**src/rtl/ipi_tmr_pkg.sv**
```systemverilog
// Package: shared register selects, field positions and sizing for the
// inter-processor and timer interrupt unit.
package ipi_tmr_pkg;
    localparam int MAX_CPU  = 4;
    localparam int DATA_W   = 32;
    localparam int CPU_ID_W = $clog2(MAX_CPU);

    // Field positions inside the combined control word.
    localparam int POST_LSB   = 12;
    localparam int RETIRE_LSB = 8;
    localparam int TCLR_LSB   = 4;
    localparam int ACK_BIT    = 28;

    typedef enum logic [1:0] {
        SEL_CTRL     = 2'd0,
        SEL_POST     = 2'd1,
        SEL_RETIRE   = 2'd2,
        SEL_TMR_CLR  = 2'd3
    } regsel_e;
endpackage

```
**src/rtl/ipi_tmr_wr_decode.sv**
```systemverilog
// Module: write decoder. Turns one register write into three processor
// masks (post, retire, timer clear) and a malformed-write flag.
// Assumes: purely combinational; masks are zero when wr_en is low.
module ipi_tmr_wr_decode
    import ipi_tmr_pkg::*;
(
    input  logic                wr_en,
    input  logic [1:0]          reg_sel,
    input  logic [DATA_W-1:0]   wr_data,
    output logic [MAX_CPU-1:0]  post_mask,
    output logic [MAX_CPU-1:0]  retire_mask,
    output logic [MAX_CPU-1:0]  tclr_mask,
    output logic                bad_wr
);
    logic [MAX_CPU-1:0] low_mask;
    logic unused_hi_bits;

    assign low_mask = wr_data[MAX_CPU-1:0];
    assign unused_hi_bits = ^{wr_data[DATA_W-1:ACK_BIT+1], wr_data[ACK_BIT-1:POST_LSB+MAX_CPU]};

    // Route the write fields to masks by register select.
    always_comb begin
        post_mask   = '0;
        retire_mask = '0;
        tclr_mask   = '0;
        bad_wr      = 1'b0;
        if (wr_en) begin
            unique case (regsel_e'(reg_sel))
                SEL_CTRL: begin
                    post_mask   = wr_data[POST_LSB   +: MAX_CPU];
                    retire_mask = wr_data[RETIRE_LSB +: MAX_CPU];
                    tclr_mask   = wr_data[TCLR_LSB   +: MAX_CPU];
                    bad_wr      = !(wr_data[ACK_BIT] || (|post_mask) ||
                                    (|retire_mask) || (|tclr_mask));
                end
                SEL_POST: begin
                    post_mask = low_mask;
                    bad_wr    = (low_mask == '0);
                end
                SEL_RETIRE: begin
                    retire_mask = low_mask;
                    bad_wr      = (low_mask == '0);
                end
                default: begin
                    tclr_mask = low_mask;
                    bad_wr    = (low_mask == '0);
                end
            endcase
        end
    end
endmodule

```
**src/rtl/ipi_tmr_pend_bank.sv**
```systemverilog
// Module: bank of per-processor pending flags with a set and a clear mask.
// SET_WINS picks the collision rule: 1 lets a set beat a clear, 0 applies
// the set first and the clear after it. Flags of absent processors are
// tied to zero.
module ipi_tmr_pend_bank
    import ipi_tmr_pkg::*;
#(
    parameter int N_CPU    = 3,
    parameter bit SET_WINS = 1'b0
) (
    input  logic               clk,
    input  logic               rst_n,
    input  logic [MAX_CPU-1:0] set_i,
    input  logic [MAX_CPU-1:0] clr_i,
    output logic [MAX_CPU-1:0] pend_o
);
    localparam logic [MAX_CPU-1:0] PRES = MAX_CPU'((1 << N_CPU) - 1);

    for (genvar g = 0; g < MAX_CPU; g++) begin : g_cpu
        if (g < N_CPU) begin : g_live
            logic flag_q;
            // Update one processor's flag under the chosen collision rule.
            always_ff @(posedge clk) begin
                if (!rst_n)
                    flag_q <= 1'b0;
                else if (SET_WINS)
                    flag_q <= (flag_q & ~clr_i[g]) | set_i[g];
                else
                    flag_q <= (flag_q | set_i[g]) & ~clr_i[g];
            end
            assign pend_o[g] = flag_q;
        end else begin : g_absent
            logic unused_in;
            assign unused_in = set_i[g] ^ clr_i[g];
            assign pend_o[g] = 1'b0;
        end
    end

    // a lone set lands on the next edge
    a_r2_set_lands: assert property (@(posedge clk) disable iff (!rst_n)
        |(set_i & ~clr_i & PRES) |=>
        ((pend_o & $past(set_i & ~clr_i & PRES)) == $past(set_i & ~clr_i & PRES)));

    // a lone clear lands on the next edge
    a_r2_clear_lands: assert property (@(posedge clk) disable iff (!rst_n)
        |(clr_i & ~set_i & PRES) |=>
        ((pend_o & $past(clr_i & ~set_i & PRES)) == '0));

    if (SET_WINS) begin : g_setwins_chk
        // on a collision the set survives
        a_r12_set_wins: assert property (@(posedge clk) disable iff (!rst_n)
            |(set_i & clr_i & PRES) |=>
            ((pend_o & $past(set_i & clr_i & PRES)) == $past(set_i & clr_i & PRES)));
    end
endmodule

```
**src/rtl/ipi_timer_irq_unit.sv**
```systemverilog
// Module: inter-processor and timer interrupt unit (top). Decodes writes,
// keeps the two pending banks, flags malformed and redundant operations,
// and serves the combined control-register read.
// Assumes: NUM_CPU <= MAX_CPU; one write per cycle; tick is a one-cycle pulse.
module ipi_timer_irq_unit
    import ipi_tmr_pkg::*;
#(
    parameter int NUM_CPU = 3
) (
    input  logic                 clk,
    input  logic                 rst_n,
    input  logic                 wr_en,
    input  logic                 rd_en,
    input  logic [1:0]           reg_sel,
    input  logic [DATA_W-1:0]    wr_data,
    input  logic [CPU_ID_W-1:0]  cpu_id,
    input  logic                 tick,
    output logic [DATA_W-1:0]    rd_data,
    output logic [MAX_CPU-1:0]   ipi_irq,
    output logic [MAX_CPU-1:0]   tmr_irq,
    output logic                 err_pulse,
    output logic                 warn_pulse
);
    localparam logic [MAX_CPU-1:0] PRES = MAX_CPU'((1 << NUM_CPU) - 1);

    logic [MAX_CPU-1:0] post_mask, retire_mask, tclr_mask, tick_mask;
    logic               bad_wr, redundant;
    logic               err_q, warn_q;

    ipi_tmr_wr_decode u_dec (
        .wr_en       (wr_en),
        .reg_sel     (reg_sel),
        .wr_data     (wr_data),
        .post_mask   (post_mask),
        .retire_mask (retire_mask),
        .tclr_mask   (tclr_mask),
        .bad_wr      (bad_wr)
    );

    ipi_tmr_pend_bank #(.N_CPU(NUM_CPU), .SET_WINS(1'b0)) u_ipi (
        .clk    (clk),
        .rst_n  (rst_n),
        .set_i  (post_mask),
        .clr_i  (retire_mask),
        .pend_o (ipi_irq)
    );

    assign tick_mask = tick ? PRES : '0;

    ipi_tmr_pend_bank #(.N_CPU(NUM_CPU), .SET_WINS(1'b1)) u_tmr (
        .clk    (clk),
        .rst_n  (rst_n),
        .set_i  (tick_mask),
        .clr_i  (tclr_mask),
        .pend_o (tmr_irq)
    );

    // Redundant post (already pending) or retire (neither pending nor posted now).
    assign redundant = |(PRES & ((post_mask & ipi_irq) |
                                 (retire_mask & ~ipi_irq & ~post_mask)));

    // Register the one-cycle error and warning pulses.
    always_ff @(posedge clk) begin
        if (!rst_n) begin
            err_q  <= 1'b0;
            warn_q <= 1'b0;
        end else begin
            err_q  <= bad_wr;
            warn_q <= redundant;
        end
    end

    assign err_pulse  = err_q;
    assign warn_pulse = warn_q;

    // Assemble the combined control-register read word.
    always_comb begin
        rd_data = '0;
        if (rd_en && regsel_e'(reg_sel) == SEL_CTRL) begin
            rd_data[CPU_ID_W-1:0]           = cpu_id;
            rd_data[TCLR_LSB   +: MAX_CPU]  = tmr_irq;
            rd_data[RETIRE_LSB +: MAX_CPU]  = ipi_irq;
        end
    end

    // a malformed write leaves the inter-processor flags alone
    a_r4_bad_write_keeps: assert property (@(posedge clk) disable iff (!rst_n)
        err_pulse |-> (ipi_irq == $past(ipi_irq)));

    // a tick fills every present timer flag
    a_r6_tick_fills: assert property (@(posedge clk) disable iff (!rst_n)
        tick |=> ((tmr_irq & PRES) == PRES));

    // absent processors never see an interrupt
    a_r11_absent_idle: assert property (@(posedge clk) disable iff (!rst_n)
        ((ipi_irq | tmr_irq) & ~PRES) == '0);
endmodule

```
**config.mk**
```make
export PLATFORM = sky130hd
export DESIGN_NAME = ipi_timer_irq_unit
export DESIGN_NICKNAME = d
export VERILOG_FILES = /design/src/rtl/ipi_tmr_pkg.sv /design/src/rtl/ipi_tmr_wr_decode.sv /design/src/rtl/ipi_tmr_pend_bank.sv /design/src/rtl/ipi_timer_irq_unit.sv
export SDC_FILE = /design/constraint.sdc
export NUM_CORES = 1
export LEC_CHECK = 0
export BUFFER_PORTS_ARGS = -buffer_cell sky130_fd_sc_hd__buf_2
export CAP_MARGIN = 20
export CORE_MARGIN = 5
export CORE_UTILIZATION = 31
export DETAILED_ROUTE_END_ITERATION = 7
export GPL_TIMING_DRIVEN = 0
export PLACE_DENSITY = 0.76
export REMOVE_ABC_BUFFERS = 1
export SLEW_MARGIN = 15
export SYNTH_ARGS = -nofsm -noshare
export SYNTH_HDL_FRONTEND = slang
export SYNTH_SLANG_ARGS = --single-unit
```
**constraint.sdc**
```tcl
create_clock -name clk -period 1.3 [get_ports clk]
set_input_delay 0.26 -clock clk [delete_from_list [all_inputs] [get_ports clk]]
set_output_delay 0.26 -clock clk [all_outputs]
set_load 0.005 [all_outputs]
```
==> results of run 1 <==
-- area by class of cell --
type / count / share of cell area
Timing Repair Buffer: 43 / 0.2441
Clock buffer: 3 / 0.02497
Sequential cell: 8 / 0.1775
Tap cell: 30 / 0.04161
Multi-Input combinational cell: 76 / 0.5118
-- state kept, by name, indices dropped and copies added, names as in the netlist --
| name | flops |
|---|---|
| err_pulse | 1 |
| u_tmr.g_cpu.g_live.flag_q | 3 |
| u_ipi.g_cpu.g_live.flag_q | 3 |
| warn_pulse | 1 |
-- where the power goes --
group	switching (W)	internal, W
clock network	0.0000856	0.000106
registers	0.0000111	0.000261
logic	0.0000931	0.0000860
-- kinds of logic after synthesis --
| kind of cell | after synthesis | share of synthesized area |
|---|---|---|
| other cells | 1 | 0.004780 |
| flops | 8 | 0.2041 |
| mux | 6 | 0.07974 |
| compound gates | 16 | 0.1723 |
| simple gates | 28 | 0.2026 |
| buf+inv | 35 | 0.3365 |
-- worst max-delay path, delay by kind of cell --
family	cells	cell delay (ps)
mux	1	230
compound gates	2	590
buf+inv	1	180
simple gates	1	90
-- per-stage QoR --
stage | utilization | setup WS (ps) | total power (W) | hold slack, ps
global route | 0.3675 | 23.25 | 0.0006935 | 234.9
CTS | 0.3614 | 67.01 | 0.0006511 | 236.6
finish | 0.3675 | 79.61 | 0.0006424 | 247.3
detailed placement | 0.3491 | -274.3 | 0.0004475 | 505.1
global placement | 0.3491 | -274.8 | 0.0004465 | 507.9
floorplan | - | 133.9 | 0.0003586 | 377.5
-- what timing repair did --
item	4_1_cts	5_1_grt
endpoints found under the setup margin	8	1
gates resized for setup	2	0
hold buffers	0	0
pin swaps	0	1
setup buffers	0	2
-- synthesized netlist by cell type --
cell / instances
sky130_fd_sc_hd__conb_1: 1
sky130_fd_sc_hd__buf_6: 1
sky130_fd_sc_hd__nor2_1: 5
sky130_fd_sc_hd__mux2i_1: 4
sky130_fd_sc_hd__and3_1: 9
sky130_fd_sc_hd__nand4_1: 1
sky130_fd_sc_hd__mux2_2: 1
sky130_fd_sc_hd__nor3_1: 1
sky130_fd_sc_hd__a21boi_1: 2
sky130_fd_sc_hd__nor4_1: 4
sky130_fd_sc_hd__dfxtp_1: 8
sky130_fd_sc_hd__o211a_1: 1
sky130_fd_sc_hd__nor2b_1: 1
sky130_fd_sc_hd__nor3b_1: 1
sky130_fd_sc_hd__a21boi_0: 1
sky130_fd_sc_hd__buf_4: 32
sky130_fd_sc_hd__o221a_2: 1
sky130_fd_sc_hd__nand2b_2: 1
sky130_fd_sc_hd__a221o_1: 1
sky130_fd_sc_hd__buf_2: 1
sky130_fd_sc_hd__and2_2: 1
sky130_fd_sc_hd__nand2b_1: 1
sky130_fd_sc_hd__o32ai_1: 1
sky130_fd_sc_hd__o21a_1: 3
sky130_fd_sc_hd__nand2_1: 3
sky130_fd_sc_hd__mux2_1: 1
sky130_fd_sc_hd__o31a_1: 1
sky130_fd_sc_hd__a22o_1: 3
sky130_fd_sc_hd__o21bai_1: 1
sky130_fd_sc_hd__a211oi_1: 1
sky130_fd_sc_hd__clkbuf_4: 1
-- final timing paths --
kind | cells after the start | to | start
worst max register to register | 3 | warn_pulse | u_ipi.g_cpu[0].g_live.flag_q
worst min-delay path | 2 | u_tmr.g_cpu[1].g_live.flag_q | tick
worst min register to register | 1 | u_ipi.g_cpu[2].g_live.flag_q | u_ipi.g_cpu[2].g_live.flag_q
worst max-delay path | 5 | warn_pulse | reg_sel[0]
-- routing by layer --
layer / vias to the layer above / part of all wire / GRT usage
met2: 32 / 0.51 / 0.1698
met3: 0 / 0.13 / 0.05616
li1: 354 / - / -
met1: 324 / 0.36 / 0.1074
met4: 0 / 0 / 0.01899
met5: - / 0 / 0
==> results.sh, run 1 <==
export IMPL_status="finished, final reports clean"
export IMPL_worst_setup_hold_path_clk_slew_ps=60
export IMPL_floorplan_die_height_um=60.31
export IMPL_num_vias=710
export IMPL_irDropWorstVdd_mv=0.4996
export IMPL_grt_pass1_wl_mm=2.670
export IMPL_syn2layout_area_growth_pct=14.99
export IMPL_final_cells=160
export IMPL_design_die_area_mm2=0.003637
export IMPL_drt_iter0_drc=22
export IMPL_syn_area_um2=784.5
export IMPL_starting_density_of_the_core=0.3196
export IMPL_final_nets=173
export IMPL_synth_ff_latch_count=8
export IMPL_path_class="primary input to flip-flop"
export IMPL_placement_cell_area_um2=857.1
export IMPL_final_weighted_congestion_in_routability_driven_placement=0.7830
export IMPL_gr_total_overflow=0
export IMPL_clk_insertion_delay_late_ps=250
export IMPL_num_antenna_cells=0
export IMPL_layout_cells_most_common_list="sky130_fd_sc_hd__buf_2 (41), sky130_fd_sc_hd__conb_1 (26), sky130_fd_sc_hd__and3_1 (9)"
export IMPL_antenna_violations_before_repair=0
export IMPL_cts_buffer_depth=2
export IMPL_max_freq_mhz=819.4
export IMPL_syn_area_per_cell_um2=8.346
export IMPL_hold_class="primary input to flip-flop"
export IMPL_largest_net_degree_at_the_start_of_global_routing=14
export IMPL_timing_max_transition_violations_final=0
export IMPL_avgRoutedWirePerCell_um=11.78
export IMPL_finalCriticalPeriod_ps=1220
export IMPL_fin_area_um2=902.1
export IMPL_synthDominantCellAreaShare=0.3062
export IMPL_routed_via_density=4.438
export IMPL_power_leakage_nw=0.5237
export IMPL_synth_yosys_seq_area_share=0.2041
export IMPL_routed_wl_mm=1.885
export IMPL_place_detailed_hpwl_mm=1.626
export IMPL_crit_path_cell_trace="buf_2 > mux2i_1 > nor2_1 > a221o_1 > o31a_1"
export IMPL_numCtsBuffers=3
export IMPL_cts_root_buffer_cell="sky130_fd_sc_hd__clkbuf_4"
export IMPL_ys_types=31
export IMPL_die_width_um=60.31
export IMPL_dp_cells=155
export IMPL_fin_worst_skew_ps=4.103
export IMPL_post_route_cells_drive_above_1_share=0.3923
export IMPL_drt_first_pass_iters=4
export IMPL_cts_sinks=8
export IMPL_multi_input_area_um2=461.7
export IMPL_number_of_standard_cells_after_synthesis=94
export IMPL_finalHoldViolCount=0
export IMPL_critPathMaxStageDelay_ps=350
export IMPL_start_kind="primary input"
export IMPL_worst_ep_required_time_ps=1430
export IMPL_cts_htree_levels=1
export IMPL_antenna_left=0
export IMPL_placement_rows=18
export IMPL_cts_tree="yes"
export IMPL_most_common_cell_after_layout_fill_and_taps_aside="sky130_fd_sc_hd__buf_2"
export IMPL_vias_in_the_first_global_route=642
export IMPL_yosys_warnings=0
export IMPL_rsz0062_at_grt="false"
export IMPL_max_cap_viol_count=0
export IMPL_core_area_mm2=0.002455
export IMPL_drc=0
export IMPL_crit_arrival_ps=1350
export IMPL_layout_filler_cells=275
export IMPL_netlist_top_cells_area="sky130_fd_sc_hd__buf_4 (31%), sky130_fd_sc_hd__dfxtp_1 (20%), sky130_fd_sc_hd__and3_1 (7.2%), sky130_fd_sc_hd__mux2i_1 (5.1%), sky130_fd_sc_hd__a22o_1 (3.3%)"
export IMPL_setup_tns_ps=0
export IMPL_gr_usage_all_layers=0.09917
export IMPL_powerDensity_mw_per_mm2=712.1
export IMPL_placement_io_buffers=41
export IMPL_synthDominantAreaCellType="sky130_fd_sc_hd__buf_4"
export IMPL_rrSetupSlack_ps=220
export IMPL_regArea_um2=160.2
export IMPL_setup_viol=0
export IMPL_critPathCaptureType="flip-flop"
export IMPL_num_io_pins=83
export IMPL_critical_path_slowest_cell="sky130_fd_sc_hd__a221o_1"
export IMPL_max_fanout_on_critical_path=7
export IMPL_post_route_fraction_of_the_period_consumed_by_the_critical_path=0.9388
Power figures use the tool's default switching activity.
==> run 2, diff against run 1 <==
--- a/config.mk
+++ b/config.mk
@@ -12,6 +12,7 @@
 export DETAILED_ROUTE_END_ITERATION = 7
 export GPL_TIMING_DRIVEN = 0
 export PLACE_DENSITY = 0.76
+export RECOVER_POWER = 50
 export REMOVE_ABC_BUFFERS = 1
 export SLEW_MARGIN = 15
 export SYNTH_ARGS = -nofsm -noshare
==> results.sh, run 2 (synthesized netlist as in run 1, its figures left out) <==
export IMPL_numCtsBuffers=3
export IMPL_drt_iter0_drc=22
export IMPL_fin_total_pwr_w=0.0006400
export IMPL_critPathMaxStageDelay_ps=350
export IMPL_path_class="primary input to flip-flop"
export IMPL_power_leakage_nw=0.5117
export IMPL_placement_io_buffers=41
export IMPL_setup_tns_ps=0
export IMPL_drc=0
export IMPL_setup_viol=0
export IMPL_placement_cell_area_um2=857.1
export IMPL_cts_buffer_depth=2
export IMPL_num_io_pins=83
export IMPL_place_detailed_hpwl_mm=1.626
export IMPL_layout_filler_cells=278
export IMPL_finalWorstSetupSlack_ps=79.63
export IMPL_placement_rows=18
export IMPL_cts_sinks=8
export IMPL_critical_path_n_buffers_inverters=1
export IMPL_grt_pass1_wl_mm=2.670
export IMPL_floorplan_die_height_um=60.31
export IMPL_powerDensity_mw_per_mm2=714.4
export IMPL_top_regs="u_ipi.g_cpu.g_live.flag_q x3, u_tmr.g_cpu.g_live.flag_q x3"
export IMPL_avgRoutedWirePerCell_um=11.76
export IMPL_start_kind="primary input"
export IMPL_drt_first_pass_iters=4
export IMPL_syn2layout_area_growth_pct=14.19
export IMPL_worst_setup_hold_path_clk_slew_ps=60
export IMPL_regArea_um2=160.2
export IMPL_max_cap_viol_count=0
export IMPL_post_route_fraction_of_the_period_consumed_by_the_critical_path=0.9387
export IMPL_max_freq_mhz=819.4
export IMPL_antenna_violations_before_repair=0
export IMPL_routed_wl_mm=1.882
export IMPL_multi_input_area_um2=461.7
export IMPL_crit_arrival_ps=1350
export IMPL_clk_insertion_delay_late_ps=250
export IMPL_finalHoldViolCount=0
export IMPL_cts_root_buffer_cell="sky130_fd_sc_hd__clkbuf_4"
export IMPL_fin_worst_skew_ps=4.103
export IMPL_timing_max_transition_violations_final=0
export IMPL_num_vias=710
export IMPL_final_nets=173
export IMPL_most_common_cell_after_layout_fill_and_taps_aside="sky130_fd_sc_hd__buf_2"
export IMPL_die_width_um=60.31
export IMPL_starting_density_of_the_core=0.3196
export IMPL_gr_total_overflow=0
export IMPL_post_route_cells_drive_above_1_share=0.3692
export IMPL_crit_path_cell_trace="buf_2 > mux2i_1 > nor2_1 > a221o_1 > o31a_1"
export IMPL_gr_usage_all_layers=0.09917
export IMPL_worst_hold_slack_ps=247.3
export IMPL_cts_tree="yes"
export IMPL_critical_path_top_delay_family="compound AO/OA/AOI/OAI gates"
export IMPL_rsz0062_at_grt="false"
export IMPL_vias_in_the_first_global_route=642
export IMPL_largest_net_degree_at_the_start_of_global_routing=14
export IMPL_finalCriticalPeriod_ps=1220
export IMPL_routed_via_density=4.438
export IMPL_hold_buffers=0
export IMPL_cts_htree_levels=1
export IMPL_design_die_area_mm2=0.003637
export IMPL_status="finished, final reports clean"
export IMPL_final_weighted_congestion_in_routability_driven_placement=0.7830
export IMPL_max_fanout_on_critical_path=7
export IMPL_antenna_left=0
export IMPL_critPathCaptureType="flip-flop"
export IMPL_num_antenna_cells=0
export IMPL_fin_area_um2=895.9
export IMPL_detailedPlace_worstSlack_ps=-274.3
export IMPL_worst_ep_required_time_ps=1430
export IMPL_critical_path_slowest_cell="sky130_fd_sc_hd__a221o_1"
export IMPL_irDropWorstVdd_mv=0.5126
export IMPL_hold_class="primary input to flip-flop"
export IMPL_layout_cells_most_common_list="sky130_fd_sc_hd__buf_2 (39), sky130_fd_sc_hd__conb_1 (26), sky130_fd_sc_hd__and3_1 (9)"
export IMPL_core_area_mm2=0.002455
run 2: cell count changes in the layout (fill, tap and decap cells not counted), sizes merged:
cell and change:
clkbuf +3, buf -3
run 2: worst paths after layout:
check	from	end	slack [ps]	cells after the start
setup / recovery	reg_sel[0]	warn_pulse	80	5
hold / removal	tick	u_tmr.g_cpu[1].g_live.flag_q	250	2
setup reg to reg	u_ipi.g_cpu[0].g_live.flag_q	warn_pulse	220	3
hold reg to reg	u_ipi.g_cpu[2].g_live.flag_q	u_ipi.g_cpu[2].g_live.flag_q	590	1
run 2: report_power, final:
group          leakage [nW]  internal, W  switching (W)  total (W)
Clock                0.0138     0.000106      0.0000856   0.000191
Combinational         0.432    0.0000837      0.0000930   0.000177
Sequential           0.0660     0.000261      0.0000112   0.000272
Total                 0.512     0.000450       0.000190   0.000640
run 2: worst reg2reg max path, stage by stage, from the launching register on:
cell	delay (ps)
sky130_fd_sc_hd__dfxtp_1	330
sky130_fd_sc_hd__nor3b_1	140
sky130_fd_sc_hd__a221o_1	260
sky130_fd_sc_hd__o31a_1	240
run 2: layout make-up:
cell class,instances,area share
sequential,8,0.1788
timing repair buffer,43,0.2388
multi-input combinational,76,0.5154
clock buffer,3,0.02514
tap,30,0.04190
run 2: timing repair:
item | CTS | global route
endpoints found under the setup margin | 8 | 1
pin swaps | 0 | 1
buffers inserted | 0 | 2
resized for setup | 2 | 0
run 2: layer usage:
metal  GRT usage  part of all wire
met5           0                 0
met4     0.01899                 0
met3     0.05616              0.12
met2      0.1698              0.51
met1      0.1074              0.37
run 2: through the flow:
step / std cells / util
after floorplan: 84 / -
after global placement: 155 / 0.3491
after detailed placement: 155 / 0.3491
after CTS: 158 / 0.3614
after global routing: 160 / 0.3649
final: 160 / 0.3649
==> run 3, diff against run 2 <==
==> constraint.sdc (replaced) <==
create_clock -name clk -period 1.3 [get_ports clk]
set_input_delay 0.26 -clock clk [delete_from_list [all_inputs] [get_ports clk]]
set_output_delay 0.26 -clock clk [all_outputs]
set_load 0.02 [all_outputs]
==> results.sh, run 3 (synthesized netlist as in run 1, its figures left out) <==
export IMPL_status="finished, final reports clean"
export IMPL_irDropWorstVdd_mv=0.5560
export IMPL_max_cap_viol_count=0
export IMPL_rr_worst_depth=3
export IMPL_drc=0
export IMPL_place_detailed_hpwl_mm=1.626
export IMPL_routed_wl_mm=1.888
export IMPL_crit_path_cell_trace="and3_1 > buf_2"
export IMPL_setup_viol=0
export IMPL_max_fanout_on_critical_path=5
export IMPL_cts_buffer_depth=2
export IMPL_num_io_pins=83
export IMPL_finalWorstSetupSlack_ps=61.18
export IMPL_worst_ep_required_time_ps=1040
export IMPL_num_vias=710
export IMPL_design_die_area_mm2=0.003637
export IMPL_worst_hold_path_num_cells=2
export IMPL_gr_total_overflow=0
export IMPL_final_nets=173
export IMPL_rsz0062_at_grt="false"
export IMPL_numCtsBuffers=3
export IMPL_drt_iter0_drc=22
export IMPL_clk_insertion_delay_late_ps=250
export IMPL_antenna_left=0
export IMPL_final_weighted_congestion_in_routability_driven_placement=0.7830
export IMPL_powerDensity_mw_per_mm2=791.1
export IMPL_hold_buffers=0
export IMPL_core_area_mm2=0.002455
export IMPL_critPathCaptureType="output pin"
export IMPL_antenna_violations_before_repair=0
export IMPL_placement_rows=18
export IMPL_setup_tns_ps=0
export IMPL_power_leakage_nw=0.5052
export IMPL_floorplan_die_height_um=60.31
export IMPL_final_util=0.3665
export IMPL_fin_worst_skew_ps=4.103
export IMPL_cts_tree="yes"
export IMPL_hold_class="primary input to flip-flop"
export IMPL_post_route_fraction_of_the_period_consumed_by_the_critical_path=0.9529
export IMPL_layout_filler_cells=279
export IMPL_grt_pass1_wl_mm=2.670
export IMPL_cts_htree_levels=1
export IMPL_top_regs="u_ipi.g_cpu.g_live.flag_q x3, u_tmr.g_cpu.g_live.flag_q x3"
export IMPL_die_width_um=60.31
export IMPL_path_class="flip-flop to output pin"
export IMPL_max_freq_mhz=807.2
export IMPL_largest_net_degree_at_the_start_of_global_routing=14
export IMPL_finalHoldViolCount=0
export IMPL_cts_root_buffer_cell="sky130_fd_sc_hd__clkbuf_4"
export IMPL_cts_sinks=8
export IMPL_syn2layout_area_growth_pct=14.67
export IMPL_worst_setup_hold_path_clk_slew_ps=60
export IMPL_gr_usage_all_layers=0.09917
export IMPL_starting_density_of_the_core=0.3196
export IMPL_vias_in_the_first_global_route=642
export IMPL_start_kind="flip-flop"
export IMPL_post_route_cells_drive_above_1_share=0.3615
export IMPL_routed_via_density=4.438
export IMPL_drt_first_pass_iters=4
export IMPL_layout_cells_most_common_list="sky130_fd_sc_hd__buf_2 (35), sky130_fd_sc_hd__conb_1 (26), sky130_fd_sc_hd__and3_1 (9)"
export IMPL_timing_max_transition_violations_final=0
export IMPL_finalCriticalPeriod_ps=1239
export IMPL_detailedPlace_worstSlack_ps=-325.3
export IMPL_most_common_cell_after_layout_fill_and_taps_aside="sky130_fd_sc_hd__buf_2"
export IMPL_critical_path_slowest_cell="sky130_fd_sc_hd__dfxtp_1"
export IMPL_crit_arrival_ps=980
export IMPL_num_antenna_cells=0
export IMPL_critPathMaxStageDelay_ps=400
export IMPL_avgRoutedWirePerCell_um=11.80
export IMPL_placement_io_buffers=41
## run 3: critical path: cells and delay by family, from the launching register on
kind	cells	cell delay [ps]
buffers and inverters	1	160
AND/OR/NAND/NOR	1	170
flip-flops	1	400
## run 3: power by group
part	internal (W)	switching, W
Clock	0.000106	0.0000856
Combinational	0.0000838	0.000164
Sequential	0.000261	0.0000114
Total	0.000451	0.000261
## run 3: path summary, 6_finish.rpt
check | endpoint | from | slack, ps
min | u_tmr.g_cpu[1].g_live.flag_q | tick | 250
max | rd_data[10] | u_ipi.g_cpu[2].g_live.flag_q | 60
min reg2reg | u_ipi.g_cpu[1].g_live.flag_q | u_ipi.g_cpu[1].g_live.flag_q | 570
max reg2reg | warn_pulse | u_ipi.g_cpu[0].g_live.flag_q | 220
## run 3: per-stage QoR
stage / area (um^2) / std cells / power, W / hold WS, ps
global placement: 857.1 / 155 / 0.0005180 / 507.9
global route: 899.6 / 160 / 0.0007627 / 234.9
detailed placement: 857.1 / 155 / 0.0005190 / 505.1
floorplan: 614.3 / 84 / 0.0004296 / 377.5
CTS: 887.1 / 158 / 0.0007226 / 236.6
finish: 899.6 / 160 / 0.0007117 / 247.3
## run 3: final cells by class
type / instances / area, um^2 / area share
tap: 30 / 37.54 / 0.04172
sequential: 8 / 161.4 / 0.1794
timing repair buffer: 43 / 216.5 / 0.2406
multi-input combinational: 76 / 461.7 / 0.5132
clock buffer: 3 / 22.52 / 0.02503
## run 3: per-layer routing
layer	vias to the layer above	GRT usage	routed length, um
met1	324	0.1074	683
met3	0	0.05616	245
met4	0	0.01899	0
li1	354	-	-
met2	32	0.1698	960
met5	-	0	0
## run 3: what timing repair did
item,in CTS,in global routing
setup endpoints to repair,8,8
pin swaps,0,1
setup buffers,0,2
gates resized for setup,2,3
